--- src/rtl/softmute_pkg.sv ---
package softmute_pkg;
  localparam int RAMP_LEN = 32;
  localparam int POS_W    = $clog2(RAMP_LEN + 1);
  localparam int GAIN_W   = 16;

  typedef logic [POS_W-1:0]  pos_t;
  typedef logic [GAIN_W-1:0] gain_t;

  // raised-cosine gain, floor(16384 + 16384*cos(pi*k/32)); k = 32 is silence
  function automatic gain_t cos_gain(input pos_t k);
    case (k)
      6'd0:  return 16'd32768;
      6'd1:  return 16'd32689;
      6'd2:  return 16'd32453;
      6'd3:  return 16'd32062;
      6'd4:  return 16'd31520;
      6'd5:  return 16'd30833;
      6'd6:  return 16'd30006;
      6'd7:  return 16'd29049;
      6'd8:  return 16'd27969;
      6'd9:  return 16'd26777;
      6'd10: return 16'd25486;
      6'd11: return 16'd24107;
      6'd12: return 16'd22653;
      6'd13: return 16'd21140;
      6'd14: return 16'd19580;
      6'd15: return 16'd17989;
      6'd16: return 16'd16384;
      6'd17: return 16'd14778;
      6'd18: return 16'd13187;
      6'd19: return 16'd11627;
      6'd20: return 16'd10114;
      6'd21: return 16'd8660;
      6'd22: return 16'd7281;
      6'd23: return 16'd5990;
      6'd24: return 16'd4798;
      6'd25: return 16'd3718;
      6'd26: return 16'd2761;
      6'd27: return 16'd1934;
      6'd28: return 16'd1247;
      6'd29: return 16'd705;
      6'd30: return 16'd314;
      6'd31: return 16'd78;
      default: return 16'd0;
    endcase
  endfunction
endpackage

--- src/rtl/softmute_request.sv ---
module softmute_request (
  input  logic mute_pin,
  input  logic mute_reg,
  input  logic lock_ok,
  input  logic lock_bypass,
  output logic want_mute
);
  logic lock_lost;

  always_comb begin
    lock_lost = !lock_ok && !lock_bypass;
    want_mute = mute_pin || mute_reg || lock_lost;
  end
endmodule

--- src/rtl/softmute_ramp.sv ---
module softmute_ramp
  import softmute_pkg::*;
(
  input  logic clk,
  input  logic rst_n,
  input  logic step_en,
  input  logic want_mute,
  output pos_t pos,
  output logic at_floor
);
  localparam pos_t FLOOR = pos_t'(RAMP_LEN);

  pos_t pos_nx;

  always_comb begin
    pos_nx = pos;
    if (want_mute) begin
      if (pos != FLOOR) pos_nx = pos + pos_t'(1);
    end else begin
      if (pos != '0) pos_nx = pos - pos_t'(1);
    end
  end

  always_ff @(posedge clk) begin
    if (!rst_n)       pos <= '0;
    else if (step_en) pos <= pos_nx;
  end

  assign at_floor = (pos == FLOOR);
endmodule

--- src/rtl/softmute_scale.sv ---
module softmute_scale
  import softmute_pkg::*;
#(
  parameter int DATA_W = 16,
  parameter int NCH    = 2
) (
  input  gain_t                        gain,
  input  logic [NCH-1:0][DATA_W-1:0]   samp_in,
  output logic [NCH-1:0][DATA_W-1:0]   samp_out
);
  localparam int PROD_W = DATA_W + GAIN_W + 1;
  localparam int FRAC_W = GAIN_W - 1;

  logic signed [GAIN_W:0] gain_s;
  assign gain_s = $signed({1'b0, gain});

  for (genvar c = 0; c < NCH; c++) begin : g_ch
    logic signed [PROD_W-1:0] prod;
    always_comb begin
      prod        = PROD_W'($signed(samp_in[c])) * PROD_W'(gain_s);
      samp_out[c] = DATA_W'(prod >>> FRAC_W);
    end
  end
endmodule

--- src/rtl/softmute.sv ---
module softmute
  import softmute_pkg::*;
#(
  parameter int DATA_W = 16
) (
  input  logic              clk,
  input  logic              rst_n,
  input  logic              in_valid,
  output logic              in_ready,
  input  logic [DATA_W-1:0] in_left,
  input  logic [DATA_W-1:0] in_right,
  output logic              out_valid,
  input  logic              out_ready,
  output logic [DATA_W-1:0] out_left,
  output logic [DATA_W-1:0] out_right,
  input  logic              mute_pin,
  input  logic              mute_reg,
  input  logic              lock_ok,
  input  logic              lock_bypass,
  output logic              muted
);
  localparam int NCH = 2;

  logic                       want_mute;
  logic                       accept;
  pos_t                       ramp_pos;
  gain_t                      gain;
  logic [NCH-1:0][DATA_W-1:0] pair_in;
  logic [NCH-1:0][DATA_W-1:0] pair_scaled;

  assign in_ready = !out_valid || out_ready;
  assign accept   = in_valid && in_ready;
  assign pair_in  = {in_right, in_left};
  assign gain     = cos_gain(ramp_pos);

  softmute_request u_req (
    .mute_pin    (mute_pin),
    .mute_reg    (mute_reg),
    .lock_ok     (lock_ok),
    .lock_bypass (lock_bypass),
    .want_mute   (want_mute)
  );

  softmute_ramp u_ramp (
    .clk       (clk),
    .rst_n     (rst_n),
    .step_en   (accept),
    .want_mute (want_mute),
    .pos       (ramp_pos),
    .at_floor  (muted)
  );

  softmute_scale #(.DATA_W(DATA_W), .NCH(NCH)) u_scale (
    .gain     (gain),
    .samp_in  (pair_in),
    .samp_out (pair_scaled)
  );

  always_ff @(posedge clk) begin
    if (!rst_n) begin
      out_valid <= 1'b0;
      out_left  <= '0;
      out_right <= '0;
    end else if (accept) begin
      out_valid <= 1'b1;
      out_left  <= pair_scaled[0];
      out_right <= pair_scaled[1];
    end else if (out_ready) begin
      out_valid <= 1'b0;
    end
  end
endmodule

--- config.mk ---
export PLATFORM = sky130hd
export DESIGN_NAME = softmute
export DESIGN_NICKNAME = d
export VERILOG_FILES = /design/src/rtl/softmute_pkg.sv /design/src/rtl/softmute_request.sv /design/src/rtl/softmute_ramp.sv /design/src/rtl/softmute_scale.sv /design/src/rtl/softmute.sv
export SDC_FILE = /design/constraint.sdc
export NUM_CORES = 1
export LEC_CHECK = 0
export ABC_AREA = 1
export BUFFER_PORTS_ARGS = -buffer_cell sky130_fd_sc_hd__buf_2
export CAP_MARGIN = 20
export CORE_UTILIZATION = 40
export DETAILED_ROUTE_END_ITERATION = 12
export GPL_TIMING_DRIVEN = 0
export MAX_ROUTING_LAYER = met4
export SYNTH_ARGS = -nofsm -noshare
export SYNTH_HDL_FRONTEND = slang
export SYNTH_HIERARCHICAL = 1
export SYNTH_SLANG_ARGS = --single-unit
--- constraint.sdc ---
create_clock -name clk -period 7.8 [get_ports clk]
set_input_delay 1.17 -clock clk [delete_from_list [all_inputs] [get_ports clk]]
set_output_delay 1.17 -clock clk [all_outputs]
set_load 0.02 [all_outputs]
==> results of run 1 <==
[cell usage after synthesis (all sizes together) (15+ instances only)]
cell type,instances,area share [%]
nand4,18,0.54
a21oi,75,1.8
nor3,15,0.36
buf,17,0.51
nand2,854,15
nand3,78,1.9
clkbuf,107,1.9
ha,228,14
dfxtp,39,3.7
o21ai,89,2.2
fa,387,37
inv,876,16
nor2,195,3.7
[cells by family (layout without fill, tap and decap cells)]
family | count (synthesis) | in the layout
buffers and inverters | 1002 | 1058
AO/OA/AOI/OAI | 175 | 175
XOR/XNOR | 13 | 13
other | 0 | 3
AND/OR/NAND/NOR | 1170 | 1170
flip-flops | 39 | 39
adder cells (fa/ha/maj) | 615 | 615
[stage by stage]
step,hold WS (ns),std cells
2_1_floorplan,0.5172,3014
3_3_place_gp,0.4628,3739
3_5_place_dp,0.4733,3739
4_1_cts,0.4886,3747
5_1_grt,0.5003,3753
6_report,0.4835,3753
[how the worst max path moves through the flow]
stage                        from             to  slack (ns)  depth (start not counted)
floorplan           u_ramp/pos[0]  out_right[10]        1.25                         32
global placement    u_ramp/pos[0]   out_right[5]       -1.49                         29
detailed placement  u_ramp/pos[0]   out_left[14]       -1.36                         30
CTS                 u_ramp/pos[0]   out_left[14]        0.02                         32
global route        u_ramp/pos[0]   out_left[14]       -0.06                         32
finish              u_ramp/pos[1]   out_left[14]        0.31                         29
[worst min-delay path: cells and delay by family, from the launching register on]
family,cells,cell delay (ns)
flops,1,0.32
simple gates,2,0.12
[per-layer routing]
metal  part of all wire [%]  track usage (%)
met5                      0                -
met4                    2.9            7.430
met3                    6.9            2.902
met2                     46            39.86
met1                     44            33.96
[layout make-up]
| type | count | area (um2) |
|---|---|---|
| Timing Repair Buffer | 48 | 247.7 |
| Inverter | 878 | 3296 |
| Multi-Input combinational cell | 1973 | 16300 |
| Clock buffer | 5 | 125.1 |
| Clock inverter | 3 | 47.55 |
| Sequential cell | 39 | 785.8 |
| Buffer | 124 | 568.0 |
| Fill cell | 5525 | 29180 |
| Tap cell | 680 | 850.8 |
| Antenna cell | 3 | 7.507 |
[sequential cells by signal (all words and copies together) (netlist names)]
name / cells
out_left: 16
out_right: 16
u_ramp/pos: 6
out_valid: 1
[layout by cell type, fill, tap and decap left out, types with 2 or more instances in the layout]
master,instances
a21oi_1,73
nor2_4,3
o21bai_1,3
clkbuf_1,72
xor2_1,7
nor2_1,186
ha_1,228
dfxtp_1,37
clkinv_1,2
fa_1,387
buf_1,2
o21ai_2,5
o21ai_1,2
buf_6,2
nand4_1,18
clkbuf_4,3
buf_2,55
a21o_1,3
buf_4,11
and2_1,2
xnor2_1,6
o21ai_0,82
or2_2,3
nand3_1,77
clkbuf_2,27
a31oi_1,2
inv_2,5
nand2_1,846
nand3b_1,3
clkbuf_16,5
nand2_2,7
nor2_2,6
nor3_1,15
inv_1,871
diode_2,3
[repair_timing]
item	in CTS	in global routing
buffers inserted	0	3
resized for setup	24	62
setup endpoints to repair	32	32
hold endpoints to repair	0	0
pin swaps	0	1
hold buffers	0	0
==> flow_results.xml, run 1 <==
<?xml version="1.0" encoding="UTF-8"?>
<metrics>
  <group name="clock_network">
    <metric name="clock_tree_from_tritoncts" unit="">done</metric>
    <metric name="cts_buffer_depth" unit="">2</metric>
    <metric name="clk_pin_slew" unit="ns">0.07</metric>
    <metric name="cts.sinks" unit="">39</metric>
    <metric name="clkLatencyLatePin" unit="ns">0.30</metric>
    <metric name="ctsRootBufferMaster" unit="">clkbuf_16</metric>
    <metric name="cts-htree-levels" unit="">2</metric>
    <metric name="total_clock_buffers_created_by_cts" unit="">5</metric>
  </group>
  <group name="timing">
    <metric name="timing.final.ws_setup" unit="ns">0.3096</metric>
    <metric name="fmaxAchievable" unit="GHz">0.1335</metric>
    <metric name="slew-limit-headroom" unit="%">42.40</metric>
    <metric name="timing.final.crit_share" unit="%">96.03</metric>
    <metric name="timing.final.hold_violations" unit="">0</metric>
    <metric name="rsz_0062_raised_after_global_routing" unit="">true</metric>
    <metric name="skew" unit="ns">0.006165</metric>
    <metric name="fin_tns_setup" unit="ns">0</metric>
    <metric name="max_slew.worst_pin.slew" unit="ns">0.8640</metric>
    <metric name="finalSetupViolCount" unit="">0</metric>
    <metric name="final.min_clock_period" unit="ns">7.490</metric>
    <metric name="slew_viol_final" unit="">0</metric>
  </group>
  <group name="synthesis">
    <metric name="asyncSetResetFlopFracSynth" unit="%">0</metric>
    <metric name="yosys.cell_types.count" unit="">39</metric>
    <metric name="ys_ff_latch" unit="">39</metric>
    <metric name="main_combinational_cell_family_by_area_after_synthesis" unit="">adder cells</metric>
    <metric name="synth-compound-area-share" unit="%">4.351</metric>
    <metric name="synth_mux_area_share" unit="%">0</metric>
    <metric name="ys_seq_area_share" unit="%">3.745</metric>
    <metric name="yosys.area_share.adder" unit="%">50.84</metric>
    <metric name="synthesis.yosys.warnings" unit="">6</metric>
    <metric name="yosys.area_share.xor_xnor" unit="%">0.5461</metric>
    <metric name="synth_edf_count" unit="">0</metric>
    <metric name="dominantRegCellSynth" unit="">dfxtp_1</metric>
    <metric name="synth_nets" unit="">3669</metric>
    <metric name="post_synth_inst_count" unit="">3014</metric>
    <metric name="yosys.area_share.simple" unit="%">22.26</metric>
    <metric name="synth_area_per_cell" unit="um2">6.918</metric>
    <metric name="syn_area" unit="um2">20850</metric>
  </group>
  <group name="status">
    <metric name="run_status" unit="">finished clean</metric>
  </group>
  <group name="grt">
    <metric name="grt_pass1_wl" unit="um">100300</metric>
    <metric name="antenna_found_initial" unit="">3</metric>
    <metric name="grt.total_usage" unit="%">25.24</metric>
    <metric name="largest_net_degree_at_the_start_of_global_routing" unit="">16</metric>
    <metric name="grt_pass1_vias" unit="">18375</metric>
    <metric name="globalRouteOverflowTotal" unit="">0</metric>
  </group>
  <group name="layout">
    <metric name="flow.area_growth_from_synthesis" unit="%">6.595</metric>
    <metric name="drive_above_1_share" unit="%">4.593</metric>
    <metric name="num-nets-final" unit="">3724</metric>
    <metric name="post_route_utilization" unit="%">43.23</metric>
    <metric name="stdcell_area" unit="um2">22230</metric>
  </group>
  <group name="routing">
    <metric name="initialDrtViolationCount" unit="">1264</metric>
    <metric name="post_drt_wl_per_cell" unit="um">16.61</metric>
    <metric name="drc" unit="">0</metric>
    <metric name="wl" unit="um">62330</metric>
    <metric name="routed-via-count" unit="">18144</metric>
    <metric name="post_drt_via_cell_ratio" unit="">4.835</metric>
    <metric name="dr.pass1.iters" unit="">5</metric>
    <metric name="drtAntennaViolNets" unit="">0</metric>
  </group>
  <group name="placement">
    <metric name="estimated_wirelength_of_the_detail_placed_design" unit="um">53010</metric>
    <metric name="io_buffers" unit="">45</metric>
    <metric name="place.gp.congestion" unit="">0.9444</metric>
    <metric name="pre_cts_ws" unit="ns">-1.359</metric>
    <metric name="place_area" unit="um2">21930</metric>
  </group>
  <group name="die">
    <metric name="start_util" unit="%">40.56</metric>
    <metric name="row_count" unit="">83</metric>
    <metric name="coreArea" unit="um2">51410</metric>
    <metric name="floorplan_die_area" unit="um2">53040</metric>
    <metric name="ioPinCount" unit="">75</metric>
    <metric name="dieHeight" unit="um">230.3</metric>
    <metric name="chipWidth" unit="um">230.3</metric>
  </group>
  <group name="worst_setup_path">
    <metric name="critPathRequiredTime" unit="ns">7.99</metric>
    <metric name="cp_slowest_stage_delay" unit="ns">0.59</metric>
    <metric name="cp.buffers_inverters" unit="">7</metric>
    <metric name="timing.setup.critical_path_class" unit="">register to register</metric>
    <metric name="setup.worst_path.start_class" unit="">register</metric>
    <metric name="reg2reg_to" unit="">out_left[14]</metric>
    <metric name="worst-endpoint-arrival" unit="ns">7.68</metric>
    <metric name="cpMaxStageDelayCell" unit="">clkbuf_1</metric>
    <metric name="endpoint_kind" unit="">register</metric>
    <metric name="critical_path.top_delay_family" unit="">adder cells</metric>
    <metric name="crit_fanout" unit="">11</metric>
    <metric name="rrSetupSlack" unit="ns">0.31</metric>
    <metric name="critPathMostFrequentCell" unit="">nand2_1</metric>
    <metric name="r2r_depth" unit="">29</metric>
    <metric name="crit-reg2reg-launch" unit="">u_ramp/pos[1]</metric>
  </group>
  <group name="hold_path">
    <metric name="worstHoldPathCells" unit="">2</metric>
    <metric name="min-delay-path-class" unit="">register to register</metric>
    <metric name="hold_path_startpoint" unit="">out_left[7]</metric>
    <metric name="hold_end" unit="">out_left[7]</metric>
  </group>
  <group name="flow_run">
    <metric name="cap_viol_max_count" unit="">0</metric>
  </group>
</metrics>
Power of run 1 is not shown: default switching activity piles up to over one toggle a cycle in this logic, so the estimate is an artifact.
==> run 2: changes to the inputs <==
--- a/config.mk
+++ b/config.mk
@@ -9,6 +9,7 @@
 export BUFFER_PORTS_ARGS = -buffer_cell sky130_fd_sc_hd__buf_2
 export CAP_MARGIN = 20
 export CORE_UTILIZATION = 40
+export CTS_BUF_LIST = sky130_fd_sc_hd__clkbuf_4
 export DETAILED_ROUTE_END_ITERATION = 12
 export GPL_TIMING_DRIVEN = 0
 export MAX_ROUTING_LAYER = met4
==> run 2 against run 1 <==
Effect of this change:
- global-route usage is essentially flat
- first-iteration DRC count increased by 2.3%
- wire length hardly changed
- non-clock buffer count stayed put
- sequential share of layout area is essentially flat
==> flow_results.xml, run 2 (synthesized netlist as in run 1, its figures left out) <==
<?xml version="1.0" encoding="UTF-8"?>
<metrics>
  <group name="clock_network">
    <metric name="cts.sinks" unit="">39</metric>
    <metric name="total_clock_buffers_created_by_cts" unit="">5</metric>
    <metric name="cts_hold_buffers" unit="">0</metric>
    <metric name="clkLatencyLatePin" unit="ns">0.41</metric>
    <metric name="clock_tree_from_tritoncts" unit="">done</metric>
    <metric name="ctsRootBufferMaster" unit="">clkbuf_4</metric>
    <metric name="cts-htree-levels" unit="">2</metric>
    <metric name="cts_buffer_depth" unit="">2</metric>
    <metric name="clk_pin_slew" unit="ns">0.15</metric>
  </group>
  <group name="worst_setup_path">
    <metric name="setup.worst_path.start_class" unit="">register</metric>
    <metric name="critPathRequiredTime" unit="ns">8.11</metric>
    <metric name="cpMaxStageDelayCell" unit="">clkbuf_1</metric>
    <metric name="timing.setup.critical_path_class" unit="">register to register</metric>
    <metric name="crit_fanout" unit="">15</metric>
    <metric name="cp_slowest_stage_delay" unit="ns">0.65</metric>
    <metric name="worst-endpoint-arrival" unit="ns">7.79</metric>
    <metric name="r2r_depth" unit="">29</metric>
    <metric name="endpoint_kind" unit="">register</metric>
  </group>
  <group name="flow_run">
    <metric name="cap_viol_max_count" unit="">0</metric>
  </group>
  <group name="routing">
    <metric name="routed-via-count" unit="">18133</metric>
    <metric name="drtAntennaViolNets" unit="">0</metric>
    <metric name="wl" unit="um">62320</metric>
    <metric name="drc" unit="">0</metric>
    <metric name="initialDrtViolationCount" unit="">1293</metric>
    <metric name="post_drt_via_cell_ratio" unit="">4.830</metric>
    <metric name="dr.pass1.iters" unit="">5</metric>
    <metric name="post_drt_wl_per_cell" unit="um">16.60</metric>
  </group>
  <group name="die">
    <metric name="dieHeight" unit="um">230.3</metric>
    <metric name="row_count" unit="">83</metric>
    <metric name="start_util" unit="%">40.56</metric>
    <metric name="ioPinCount" unit="">75</metric>
    <metric name="floorplan_die_area" unit="um2">53040</metric>
    <metric name="coreArea" unit="um2">51410</metric>
    <metric name="chipWidth" unit="um">230.3</metric>
  </group>
  <group name="hold_path">
    <metric name="worstHoldPathCells" unit="">2</metric>
    <metric name="min-delay-path-class" unit="">register to register</metric>
  </group>
  <group name="grt">
    <metric name="grt.total_usage" unit="%">25.23</metric>
    <metric name="largest_net_degree_at_the_start_of_global_routing" unit="">16</metric>
    <metric name="grt_pass1_wl" unit="um">100300</metric>
    <metric name="grt_pass1_vias" unit="">18377</metric>
    <metric name="globalRouteOverflowTotal" unit="">0</metric>
    <metric name="antenna_found_initial" unit="">4</metric>
  </group>
  <group name="timing">
    <metric name="fmaxAchievable" unit="GHz">0.1338</metric>
    <metric name="finalSetupViolCount" unit="">0</metric>
    <metric name="rsz_0062_raised_after_global_routing" unit="">false</metric>
    <metric name="timing.final.hold_violations" unit="">0</metric>
    <metric name="timing.final.crit_share" unit="%">95.85</metric>
    <metric name="slew_viol_final" unit="">0</metric>
    <metric name="skew" unit="ns">0.01114</metric>
    <metric name="fin_tns_setup" unit="ns">0</metric>
    <metric name="max_slew.worst_pin.slew" unit="ns">0.9287</metric>
    <metric name="final.min_clock_period" unit="ns">7.477</metric>
    <metric name="slew-limit-headroom" unit="%">38.09</metric>
  </group>
  <group name="placement">
    <metric name="estimated_wirelength_of_the_detail_placed_design" unit="um">53010</metric>
    <metric name="place.gp.congestion" unit="">0.9444</metric>
    <metric name="io_buffers" unit="">45</metric>
  </group>
  <group name="layout">
    <metric name="layout_filler_cell_count" unit="">5540</metric>
    <metric name="multi_input_comb_area" unit="um2">16300</metric>
    <metric name="seqCellArea" unit="um2">788.3</metric>
    <metric name="num-nets-final" unit="">3724</metric>
    <metric name="mostFrequentLayoutCells" unit="">871 x inv_1, 846 x nand2_1, 387 x fa_1, 228 x ha_1, 186 x nor2_1</metric>
    <metric name="largest_registers" unit="">out_left (16), out_right (16), u_ramp/pos (6)</metric>
    <metric name="mostFrequentLayoutCell" unit="">inv_1</metric>
    <metric name="drive_above_1_share" unit="%">4.593</metric>
    <metric name="flow.area_growth_from_synthesis" unit="%">6.199</metric>
  </group>
  <group name="status">
    <metric name="run_status" unit="">finished clean</metric>
  </group>
</metrics>
run 2: worst paths after layout:
check	start	end	slack, ns
max	u_ramp/pos[0]	out_left[14]	0.32
min	out_left[7]	out_left[7]	0.50
max reg2reg	u_ramp/pos[0]	out_left[14]	0.32
min reg2reg	out_left[7]	out_left[7]	0.50
run 2: what timing repair did:
action,4_1_cts,5_1_grt
resized for setup,20,69
setup buffers,0,3
pin swaps,0,1
endpoints found under the setup margin,32,32
endpoints found under the hold margin,0,0
run 2: worst max-delay path: cells and delay by family, from the launching register on:
| kind | cells | cell delay, ns |
|---|---|---|
| DFF | 1 | 0.44 |
| adders and majority gates | 8 | 3.51 |
| and+or+nand+nor | 9 | 0.97 |
| AOI/OAI and AO/OA | 5 | 1.11 |
| buffers and inverters | 7 | 1.36 |
run 2: metal layers:
layer	part of all wire [%]	track usage [%]
met2	45	39.77
met5	0	-
met1	44	33.87
met3	7.2	3.001
met4	3.2	7.657
run 2: area by class of cell:
| class | instances | share of cell area, % |
|---|---|---|
| Timing Repair Buffer | 48 | 1.119 |
| Sequential cell | 39 | 3.560 |
| Clock buffer | 5 | 0.1695 |
| Multi-Input combinational cell | 1973 | 73.60 |
| Clock inverter | 3 | 0.2147 |
| Buffer | 124 | 2.565 |
| Tap cell | 680 | 3.842 |
| Inverter | 878 | 14.88 |
| Antenna cell | 4 | 0.04521 |
run 2: stage by stage:
stage / util, % / cell area (um2) / cells / hold slack (ns) / worst slack, ns
2_1_floorplan: - / 20850 / 3014 / 0.5172 / 1.252
3_3_place_gp: 42.65 / 21930 / 3739 / 0.4628 / -1.489
3_5_place_dp: 42.65 / 21930 / 3739 / 0.4733 / -1.359
4_1_cts: 42.89 / 22050 / 3747 / 0.4987 / 0.009370
5_1_grt: 43.07 / 22140 / 3754 / 0.5102 / 0.001175
6_report: 43.07 / 22140 / 3754 / 0.4950 / 0.3234
Power of run 2 is left out for the same reason.
==> run 3: changes to the inputs <==
--- a/config.mk
+++ b/config.mk
@@ -17,3 +17,4 @@
 export SYNTH_HDL_FRONTEND = slang
 export SYNTH_HIERARCHICAL = 1
 export SYNTH_SLANG_ARGS = --single-unit
+export TNS_END_PERCENT = 10
==> constraint.sdc (replaced) <==
create_clock -name clk -period 8.2 [get_ports clk]
set_input_delay 1.23 -clock clk [delete_from_list [all_inputs] [get_ports clk]]
set_output_delay 1.23 -clock clk [all_outputs]
set_load 0.02 [all_outputs]
==> run 3 against run 2 <==
Effect of this change:
- register-to-register slack improved by 0.11 ns
- critical path depth did not move
- critical path type unchanged
- fmax fell by 3.8%
- clock skew rose by 0.0067 ns
- die area did not move
- first-iteration DRC count rose by 4.8%
- cell count barely moved
- non-clock buffer count fell by 3
- setup slack improved by 0.11 ns
- critical endpoint is now out_right[5]
- sequential cell count did not move
==> flow_results.xml, run 3 (synthesized netlist as in run 1, its figures left out) <==
<?xml version="1.0" encoding="UTF-8"?>
<metrics>
  <group name="timing">
    <metric name="fmaxAchievable" unit="GHz">0.1287</metric>
    <metric name="rsz_0062_raised_after_global_routing" unit="">false</metric>
    <metric name="slew_viol_final" unit="">0</metric>
    <metric name="finalSetupViolCount" unit="">0</metric>
    <metric name="skew" unit="ns">0.01789</metric>
    <metric name="timing.final.crit_share" unit="%">94.77</metric>
    <metric name="timing.final.hold_violations" unit="">0</metric>
    <metric name="slew-limit-headroom" unit="%">36.18</metric>
    <metric name="max_slew.worst_pin.slew" unit="ns">0.9574</metric>
    <metric name="final.min_clock_period" unit="ns">7.771</metric>
    <metric name="timing.final.ws_setup" unit="ns">0.4291</metric>
  </group>
  <group name="clock_network">
    <metric name="cts_buffer_depth" unit="">2</metric>
    <metric name="cts_setup_buffers" unit="">0</metric>
    <metric name="cts.sinks" unit="">39</metric>
    <metric name="clock_tree_from_tritoncts" unit="">done</metric>
    <metric name="ctsRootBufferMaster" unit="">clkbuf_4</metric>
    <metric name="clkLatencyLatePin" unit="ns">0.41</metric>
    <metric name="total_clock_buffers_created_by_cts" unit="">5</metric>
    <metric name="cts-htree-levels" unit="">2</metric>
    <metric name="clk_pin_slew" unit="ns">0.15</metric>
  </group>
  <group name="routing">
    <metric name="initialDrtViolationCount" unit="">1355</metric>
    <metric name="drc" unit="">0</metric>
    <metric name="routed-via-count" unit="">18175</metric>
    <metric name="post_drt_wl_per_cell" unit="um">16.66</metric>
    <metric name="drtAntennaViolNets" unit="">0</metric>
    <metric name="wl" unit="um">62490</metric>
    <metric name="dr.pass1.iters" unit="">5</metric>
    <metric name="post_drt_via_cell_ratio" unit="">4.845</metric>
  </group>
  <group name="layout">
    <metric name="mostFrequentLayoutCell" unit="">inv_1</metric>
    <metric name="layout_filler_cell_count" unit="">5554</metric>
    <metric name="drive_above_1_share" unit="%">3.847</metric>
    <metric name="mostFrequentLayoutCells" unit="">871 x inv_1, 847 x nand2_1, 387 x fa_1, 228 x ha_1, 186 x nor2_1</metric>
    <metric name="final-instance-count-excl-fill" unit="">3751</metric>
    <metric name="num-nets-final" unit="">3721</metric>
    <metric name="largest_registers" unit="">out_left (16), out_right (16), u_ramp/pos (6)</metric>
    <metric name="multi_input_comb_area" unit="um2">16280</metric>
    <metric name="seqCellArea" unit="um2">783.3</metric>
    <metric name="flow.area_growth_from_synthesis" unit="%">5.845</metric>
  </group>
  <group name="die">
    <metric name="ioPinCount" unit="">75</metric>
    <metric name="chipWidth" unit="um">230.3</metric>
    <metric name="floorplan_die_area" unit="um2">53040</metric>
    <metric name="start_util" unit="%">40.56</metric>
    <metric name="row_count" unit="">83</metric>
    <metric name="coreArea" unit="um2">51410</metric>
    <metric name="dieHeight" unit="um">230.3</metric>
  </group>
  <group name="worst_setup_path">
    <metric name="setup.worst_path.start_class" unit="">register</metric>
    <metric name="endpoint_kind" unit="">register</metric>
    <metric name="cp_slowest_stage_delay" unit="ns">0.56</metric>
    <metric name="critPathRequiredTime" unit="ns">8.52</metric>
    <metric name="timing.setup.critical_path_class" unit="">register to register</metric>
    <metric name="crit_fanout" unit="">15</metric>
    <metric name="worst-endpoint-arrival" unit="ns">8.09</metric>
    <metric name="cpMaxStageDelayCell" unit="">dfxtp_2</metric>
  </group>
  <group name="placement">
    <metric name="pre_cts_ws" unit="ns">-0.9587</metric>
    <metric name="estimated_wirelength_of_the_detail_placed_design" unit="um">53010</metric>
    <metric name="dp.cells" unit="">3739</metric>
    <metric name="place.gp.congestion" unit="">0.9444</metric>
    <metric name="io_buffers" unit="">45</metric>
  </group>
  <group name="grt">
    <metric name="globalRouteOverflowTotal" unit="">0</metric>
    <metric name="largest_net_degree_at_the_start_of_global_routing" unit="">16</metric>
    <metric name="antenna_found_initial" unit="">5</metric>
    <metric name="grt.total_usage" unit="%">25.22</metric>
    <metric name="grt_pass1_vias" unit="">18363</metric>
    <metric name="grt_pass1_wl" unit="um">100300</metric>
  </group>
  <group name="status">
    <metric name="run_status" unit="">finished clean</metric>
  </group>
  <group name="hold_path">
    <metric name="min-delay-path-class" unit="">register to register</metric>
  </group>
  <group name="flow_run">
    <metric name="cap_viol_max_count" unit="">0</metric>
  </group>
</metrics>
## run 3: through the flow
step | util (%) | TNS [ns] | hold WS, ns | area, um2
3_5_place_dp | 42.65 | -23.97 | 0.4733 | 21930
6_report | 42.93 | 0 | 0.4950 | 22070
4_1_cts | 42.84 | 0 | 0.4987 | 22020
5_1_grt | 42.93 | 0 | 0.5102 | 22070
2_1_floorplan | - | 0 | 0.5172 | 20850
3_3_place_gp | 42.65 | -27.92 | 0.4628 | 21930
## run 3: what timing repair did
item | CTS | global route
setup endpoints to repair | 32 | 32
hold buffers | 0 | 0
resized for setup | 6 | 41
## run 3: final cells by class
class	instances	share of cell area (%)
diodes	4	0.04536
plain buffers	124	2.427
clock buffers	5	0.1701
clock inverters	3	0.2154
inverters	878	14.93
multi-input cells	1973	73.78
flip-flops and latches	39	3.549
well taps	680	3.855
repair buffers	45	1.021
## run 3: worst max-delay path: cells and delay by family, from the launching register on
family          cells  cell delay, ns
simple gates       12            1.53
buf+inv             7            1.24
fa+ha+maj           8            3.82
flops               1            0.56
compound gates      2            0.54
## run 3: worst paths after layout
kind	from	endpoint	slack (ns)	cells after the start
setup reg to reg	u_ramp/pos[0]	out_right[5]	0.43	29
hold / removal	out_left[7]	out_left[7]	0.50	2
setup / recovery	u_ramp/pos[0]	out_right[5]	0.43	29
hold reg to reg	out_left[7]	out_left[7]	0.50	2
## run 3: routing by layer
metal,vias up,track usage [%],routed length [um]
met1,8750,33.81,27570
li1,8723,-,-
met4,0,7.678,1870
met3,90,3.013,4623
met5,-,-,0
met2,612,39.79,28430
Power of run 3 is left out for the same reason.
